==> src/rtl/grpirq_pkg.sv <==
package grpirq_pkg;

  typedef enum logic [1:0] {
    ST_CLEARED = 2'd0,
    ST_ARMED   = 2'd1,
    ST_TRIG    = 2'd2
  } irqState_t;

  // control -> datapath
  typedef struct packed {
    logic takeG1;   // group-one trigger accepted this cycle
    logic takeG2;   // group-two trigger accepted this cycle
    logic disarm;   // arm bit low: wipe arm-cleared flags
  } ctrlStrobe_t;

  // datapath -> control
  typedef struct packed {
    logic g1Hit;    // at least one qualified group-one edge
    logic g2Hit;    // at least one group-two rising edge
  } dpStatus_t;

endpackage

==> src/rtl/grpirq_datapath.sv <==
module grpirq_datapath
  import grpirq_pkg::*;
#(
  parameter int GRP_W      = 4,
  parameter int TOGGLE_BIT = 2,
  parameter int ARMCLR_BIT = 0
) (
  input  logic             clk,
  input  logic             rst_n,
  input  logic [GRP_W-1:0] grpOneIn,
  input  logic [GRP_W-1:0] grpTwoIn,
  input  logic [GRP_W-1:0] grpTwoClr,
  input  ctrlStrobe_t      strobe,
  output dpStatus_t        status,
  output logic [GRP_W-1:0] grpOneFlag,
  output logic [GRP_W-1:0] grpTwoFlag
);

  localparam logic [GRP_W-1:0] TOGGLE_SEL = GRP_W'(1) << TOGGLE_BIT;
  localparam logic [GRP_W-1:0] LEVEL_MASK = ~TOGGLE_SEL;

  logic [GRP_W-1:0] prevOne;
  logic [GRP_W-1:0] prevTwo;
  logic [GRP_W-1:0] oneEdge;
  logic [GRP_W-1:0] oneQual;
  logic [GRP_W-1:0] twoEdge;
  logic [GRP_W-1:0] oneLevels;

  assign oneLevels = grpOneIn & LEVEL_MASK;

  // previous-value registers; reset loads the live inputs so no false edge
  always_ff @(posedge clk) begin
    if (!rst_n) begin
      prevOne <= grpOneIn;
      prevTwo <= grpTwoIn;
    end else begin
      prevOne <= grpOneIn;
      prevTwo <= grpTwoIn;
    end
  end

  // group one: per-bit edge kind and the "others quiet" qualification
  for (genvar i = 0; i < GRP_W; i++) begin : g_one
    localparam logic [GRP_W-1:0] SELF = GRP_W'(1) << i;
    logic othersQuiet;
    if (i == TOGGLE_BIT) begin : g_toggle
      assign oneEdge[i] = grpOneIn[i] ^ prevOne[i];
    end else begin : g_rise
      assign oneEdge[i] = grpOneIn[i] & ~prevOne[i];
    end
    assign othersQuiet = ((oneLevels & ~SELF) == '0);
    assign oneQual[i]  = oneEdge[i] & othersQuiet;
  end

  assign twoEdge = grpTwoIn & ~prevTwo;

  assign status.g1Hit = |oneQual;
  assign status.g2Hit = |twoEdge;

  // group-one flags: set on an accepted trigger, wiped on disarm
  always_ff @(posedge clk) begin
    if (!rst_n) begin
      grpOneFlag <= '0;
    end else if (strobe.disarm) begin
      grpOneFlag <= '0;
    end else if (strobe.takeG1) begin
      grpOneFlag <= grpOneFlag | oneQual;
    end
  end

  // group-two flags: per-source clear; one bit also cleared by disarm
  for (genvar j = 0; j < GRP_W; j++) begin : g_two
    logic wipe;
    if (j == ARMCLR_BIT) begin : g_armclr
      assign wipe = grpTwoClr[j] | strobe.disarm;
    end else begin : g_plain
      assign wipe = grpTwoClr[j];
    end
    always_ff @(posedge clk) begin
      if (!rst_n) begin
        grpTwoFlag[j] <= 1'b0;
      end else if (strobe.takeG2 && twoEdge[j]) begin
        grpTwoFlag[j] <= 1'b1;
      end else if (wipe) begin
        grpTwoFlag[j] <= 1'b0;
      end
    end
  end

endmodule

==> src/rtl/grpirq_control.sv <==
module grpirq_control
  import grpirq_pkg::*;
(
  input  logic        clk,
  input  logic        rst_n,
  input  logic        armBit,
  input  dpStatus_t   status,
  output ctrlStrobe_t strobe,
  output logic        irqOe
);

  irqState_t stateQ;
  irqState_t stateD;
  logic      armedNow;

  assign armedNow = (stateQ == ST_ARMED) && armBit;

  always_comb begin
    stateD = stateQ;
    case (stateQ)
      ST_CLEARED: if (armBit) stateD = ST_ARMED;
      ST_ARMED: begin
        if (!armBit)                           stateD = ST_CLEARED;
        else if (status.g1Hit || status.g2Hit) stateD = ST_TRIG;
      end
      ST_TRIG:    if (!armBit) stateD = ST_CLEARED;
      default:    stateD = ST_CLEARED;
    endcase
  end

  always_ff @(posedge clk) begin
    if (!rst_n) stateQ <= ST_CLEARED;
    else        stateQ <= stateD;
  end

  // group one has priority over group two in the same cycle
  assign strobe.takeG1 = armedNow && status.g1Hit;
  assign strobe.takeG2 = armedNow && status.g2Hit && !status.g1Hit;
  assign strobe.disarm = !armBit;

  assign irqOe = (stateQ == ST_TRIG);

endmodule

==> src/rtl/dual_group_irq.sv <==
module dual_group_irq
  import grpirq_pkg::*;
#(
  parameter int GRP_W      = 4,
  parameter int TOGGLE_BIT = 2,
  parameter int ARMCLR_BIT = 0
) (
  input  logic             clk,
  input  logic             rst_n,
  input  logic             armBit,
  input  logic [GRP_W-1:0] grpOneIn,
  input  logic [GRP_W-1:0] grpTwoIn,
  input  logic [GRP_W-1:0] grpTwoClr,
  output logic             irqOe,
  output logic             irqData,
  output logic [GRP_W-1:0] grpOneFlag,
  output logic [GRP_W-1:0] grpTwoFlag
);

  ctrlStrobe_t strobe;
  dpStatus_t   status;

  grpirq_datapath #(
    .GRP_W(GRP_W), .TOGGLE_BIT(TOGGLE_BIT), .ARMCLR_BIT(ARMCLR_BIT)
  ) u_dp (
    .clk(clk), .rst_n(rst_n),
    .grpOneIn(grpOneIn), .grpTwoIn(grpTwoIn), .grpTwoClr(grpTwoClr),
    .strobe(strobe), .status(status),
    .grpOneFlag(grpOneFlag), .grpTwoFlag(grpTwoFlag)
  );

  grpirq_control u_ctl (
    .clk(clk), .rst_n(rst_n), .armBit(armBit),
    .status(status), .strobe(strobe), .irqOe(irqOe)
  );

  // request is active low whenever it is driven
  assign irqData = 1'b0;

endmodule

==> config.mk <==
export PLATFORM = sky130hd
export DESIGN_NAME = dual_group_irq
export DESIGN_NICKNAME = d
export VERILOG_FILES = /design/src/rtl/grpirq_pkg.sv /design/src/rtl/grpirq_datapath.sv /design/src/rtl/grpirq_control.sv /design/src/rtl/dual_group_irq.sv
export SDC_FILE = /design/constraint.sdc
export NUM_CORES = 1
export LEC_CHECK = 0
export BUFFER_PORTS_ARGS = -buffer_cell sky130_fd_sc_hd__buf_2
export CELL_PAD_IN_SITES_DETAIL_PLACEMENT = 0
export CELL_PAD_IN_SITES_GLOBAL_PLACEMENT = 1
export CORE_MARGIN = 3
export CORE_UTILIZATION = 34
export DETAILED_ROUTE_END_ITERATION = 10
export PLACE_DENSITY_LB_ADDON = 0.15
export SLEW_MARGIN = 20
export SYNTH_ARGS = -nofsm -noshare
export SYNTH_HDL_FRONTEND = slang
export SYNTH_SLANG_ARGS = --single-unit
==> constraint.sdc <==
create_clock -name clk -period 1.56 [get_ports clk]
set_clock_uncertainty 0.2 [all_clocks]
set_input_delay 0.312 -clock clk [delete_from_list [all_inputs] [get_ports clk]]
set_output_delay 0.312 -clock clk [all_outputs]
set_load 0.005 [all_outputs]
* Word-level counts from Yosys, hierarchy flattened *
Index checks and enable logic that the tools add are counted.

storage, ports and cells
  bits in latches = 0
  memory bits (writable) = 0
  logic and storage cells = 65
  bits in registers = 18
  bits in read-only memories = 0
  memories = 0

cells by class
  reduce and logical (&&, ||, !) cells = 24
  shift operators = 0
  eq/ne operators = 5
  divide/modulo/power cells = 0
  multiply operators = 0
  bitwise gates (word level) = 15
  mux-type cells = 13
  $lt $le $gt $ge = 0
  $add $sub $neg = 0

operators by type and width
  kind                                                  count
  logical NOT 4 bit                                     4
  logical AND 1 bit                                     8
  2-to-1 mux 1 bit                                      8
  2-to-1 mux 2 bit                                      4
  nonzero test 2 bit                                    4
  OR reduction 4 bit                                    2
  AND 1 bit                                             7
  case mux 2 bit (3 select lines)                       1
  AND 4 bit                                             1
  != test 2 bit (second input constant)                 2
  NOT 4 bit                                             1
  OR 4 bit                                              1
  != test 3 bit (second input constant)                 1
  NOT 1 bit                                             3
  AND reduction 3 bit                                   1
  equality test 2 x 1 -> 1 bit (second input constant)  1
  equality test 2 bit (second input constant)           1
  logical NOT 1 bit                                     2
  logical NOT 2 bit                                     1
  AND reduction 2 bit                                   1
  logical OR 1 bit                                      1
  OR 1 bit                                              1
  bitwise XOR 1 bit                                     1

* Depth between registers and ports, before layout *
  depth in word-level cells = 8
  gate-level depth with buffers = 4
  depth with buffers taken out = 4

* Cells and area by module *
Synthesis repeated with hierarchy kept, for this count alone.

second synthesis, totals
  cells, all modules = 66
  area total of the unflattened synthesis = 663.1 µm²

modules (own cells, without submodules)
  module           area each (µm²)  times used  cells an instance
  grpirq_datapath  544.3            1           52
  grpirq_control   107.6            1           12
  dual_group_irq   11.3             1           2

* Worst setup path before layout *
No wires, ideal clock.

  kind = input port to flip-flop
  start = input grpOneIn[2]
  end = register u_ctl.stateQ[1]
  required time = 1.241 ns
  stages = 4
  library setup time = 0.119 ns
  arrival time = 0.931 ns
  slack = 0.311 ns
  path through = xor2_1 > o211ai_1 > nand3b_1 > o221a_1

on the way
  cells in the longest elaborated chain, start to end = 6

ends and longest elaborated chain
  what                           line                   text
  start, declared                dual_group_irq.sv:11   input logic [GRP_W-1:0] grpOneIn,
  bitwise XOR 1 bit              grpirq_datapath.sv:47  assign oneEdge[i] = grpOneIn[i] ^ prevOne[i];
  AND 1 bit                      grpirq_datapath.sv:52  assign oneQual[i] = oneEdge[i] & othersQuiet;
  OR reduction 4 bit             grpirq_datapath.sv:57  assign status.g1Hit = |oneQual;
  logical OR 1 bit               grpirq_control.sv:24   else if (status.g1Hit || status.g2Hit) stateD = ST_TRIG;
  != test 3 bit (no line)        --
  AND reduction 3 bit (no line)  --
  end signal, assigned           grpirq_control.sv:33   else stateQ <= stateD;
  end, declared                  grpirq_control.sv:12   irqState_t stateQ;

No other way between the ends.
A chain may end at the register's enable or synchronous reset.

* Worst setup path after layout *
  start = register u_ctl.stateQ[1]
  end = output irqOe

on the way
  cells in the longest elaborated chain, start to end = 1

ends and longest elaborated chain
  what                 line                  text
  equality test 2 bit  grpirq_control.sv:41  assign irqOe = (stateQ == ST_TRIG);
  end, declared        dual_group_irq.sv:14  output logic irqOe,

No other way between the ends.

==> impl_metrics.yaml <==
sta:
  setup_viol: 0
  hold_viol: 0
  fmax_ghz: 0.6950
  min_period_ns: 1.439
  period_share_pct: 92.24
  rsz0062_at_grt: "false"
  tns_ns: 0
  drv_slew: 0
  whs_ns: 0.1068
critical_path:
  critPathRequiredTime_ns: 1.05
  start_kind: "register"
  worstPathMaxFanout: 4
  end_kind: "output pin"
  crit_type: "register to output pin"
  arrival_ns: 0.93
finish:
  diodes: 0
  drive_gt1_share_pct: 38.38
  n_fill_cell: 183
  area_delta_synth_final_pct: 47.21
  regArea_um2: 361.6
  layout.nets: 115
  layout_commonest_cell: "buf_2"
  multi_input_area_um2: 280.3
  final_cell_mix: "23 x buf_2, 17 x dfxtp_1, 12 x dlygate4sd3_1, 5 x nor2_1, 5 x nand2_1"
  final_area_um2: 955.9
clock_network:
  clk_latency_ns: 0.29
  htree_levels: 1
  cts.clk_slew.worst_paths_ns: 0.10
  cts_tree: "done"
  cts_buffers: 3
  post-cts-setup-buffer-count: 0
  cts.path.max_buffers: 2
  cts.sinks: 18
  root_buffer: "clkbuf_4"
yosys:
  synth_area_leaders: "dfxtp_1 55%, nor3b_2 5.8%, nand2b_1 3.9%, nand2_1 2.9%, nor2_1 2.9%"
  async_flop_share_pct: 0
  ys_types: 26
  synth_warnings: 0
  synth_edf_count: 0
  synth_xor_area_share_pct: 1.349
  synthSimpleGateAreaFrac_pct: 25.43
  ys_seq_area_share_pct: 55.49
  ys.flop_type: "dfxtp_1"
  synthMuxAreaShare_pct: 0
  yosys_register_bits: 18
  synth-compound-area-share_pct: 15.41
  synth_top_family_by_area: "simple AND/OR/NAND/NOR gates"
  netlist_area_um2: 649.4
  syn_avg_cell_area_um2: 10.82
  synth_top_cell_by_area: "dfxtp_1"
  yosys.area.top_type_share_pct: 55.49
  synthCells: 60
  synthAdderAreaFrac_pct: 0
  syn_nets: 75
grt:
  antenna_found_initial: 0
  first_global_vias: 550
  grt.total_usage_pct: 13.43
  grt_max_degree: 11
  grt_first_pass_wirelength_mm: 2.497
  grt-ovfl-total: 0
detailed_routing:
  drtIter0Drc: 4
  dr_total_vias: 564
  via_per_inst: 4.548
  wl_mm: 1.391
  drc: 0
  final_antenna_net_count: 0
  firstDrtPassIters: 4
  wl_per_cell_um: 11.22
worst_hold_path:
  hp-class: "input port to register"
run:
  maxCapViolCount: 0
status:
  outcome: "complete, no violations"
pwr:
  ir_drop_uv: 574.4
  power_mw: 0.8676
  powerDensity_nw_per_um2: 907.6
  p_leak_nw: 0.4076
place:
  place.gp.congestion: 0.6875
  dpl_cell_area_um2: 795.8
  dp_hpwl_um: 956.7
  io_buffers: 23
floorplanning:
  die_area_um2: 2470
  die_x_um: 49.70
  rows: 15
  pin_count: 25
  initial_core_util_pct: 36.81
  core-area_um2: 1764
  die_h_um: 49.70
synthesized netlist by cell type, drive strengths merged (2+ instances only):
master / count
nand2b: 4
nand2: 6
o211ai: 2
nor2: 5
nor3b: 3
o22ai: 3
dfxtp: 18
nor2b: 2
a31oi: 2
a21oi: 2
report_power, final:
part           total (mW)  internal [mW]  switching, mW
Combinational      0.0954         0.0546         0.0408
Sequential          0.481          0.474        0.00650
Clock               0.291          0.142          0.149
kinds of logic after synthesis:
group,count (synthesis)
DFF,18
and+or+nand+nor,25
other,1
xor gates and xnor gates,1
AOI/OAI and AO/OA,13
buffers and inverters,2
registers in the layout (all words and copies together), names as in the netlist:
| name | flops |
|---|---|
| u_dp.grpOneFlag | 4 |
| u_dp.grpTwoFlag | 4 |
| u_dp.prevOne | 4 |
| u_dp.prevTwo | 4 |
| u_ctl.stateQ | 2 |
critical path, cell delays in order (launching register included):
cell     delay [ns]
dfxtp_2        0.37
nor2b_2        0.15
buf_2          0.12
metrics by stage:
| step | util [%] | setup slack, ns | instances |
|---|---|---|---|
| after floorplan | - | 0.3109 | 60 |
| after CTS | 53.40 | 0.03349 | 123 |
| final | 54.18 | 0.1211 | 124 |
| after global placement | 45.11 | 0.08833 | 108 |
| after detailed placement | 45.11 | 0.07737 | 108 |
| after global routing | 54.18 | 0.03592 | 124 |
path summary, 6_finish.rpt:
path / start / to / slack, ns / cells after the start
setup reg to reg: u_ctl.stateQ[0] / u_dp.grpTwoFlag[1] / 0.19 / 4
hold / removal: armBit / u_dp.grpOneFlag[1] / 0.11 / 3
setup / recovery: u_ctl.stateQ[1] / irqOe / 0.12 / 2
hold reg to reg: u_ctl.stateQ[1] / u_ctl.stateQ[0] / 0.25 / 1
what timing repair did:
action / in CTS / in global routing
resized for setup: 0 / 2
endpoints found under the setup margin: 0 / 1
hold buffers: 11 / 1
endpoints found under the hold margin: 11 / 1
routing by layer:
layer	wire (um)	track usage, %
met1	636	16.07
met2	633	20.70
met3	107	6.949
met4	12	4.147
met5	0	0
area by class of cell:
type                    count  share of cell area, %
flip-flops and latches     18                  37.83
multi-input cells          40                  29.32
repair buffers             36                  25.39
clock buffers               4                  3.796
well taps                  25                  3.272
inverters                   1                 0.3927
No activity file was read; power rests on OpenSTA's default activity.
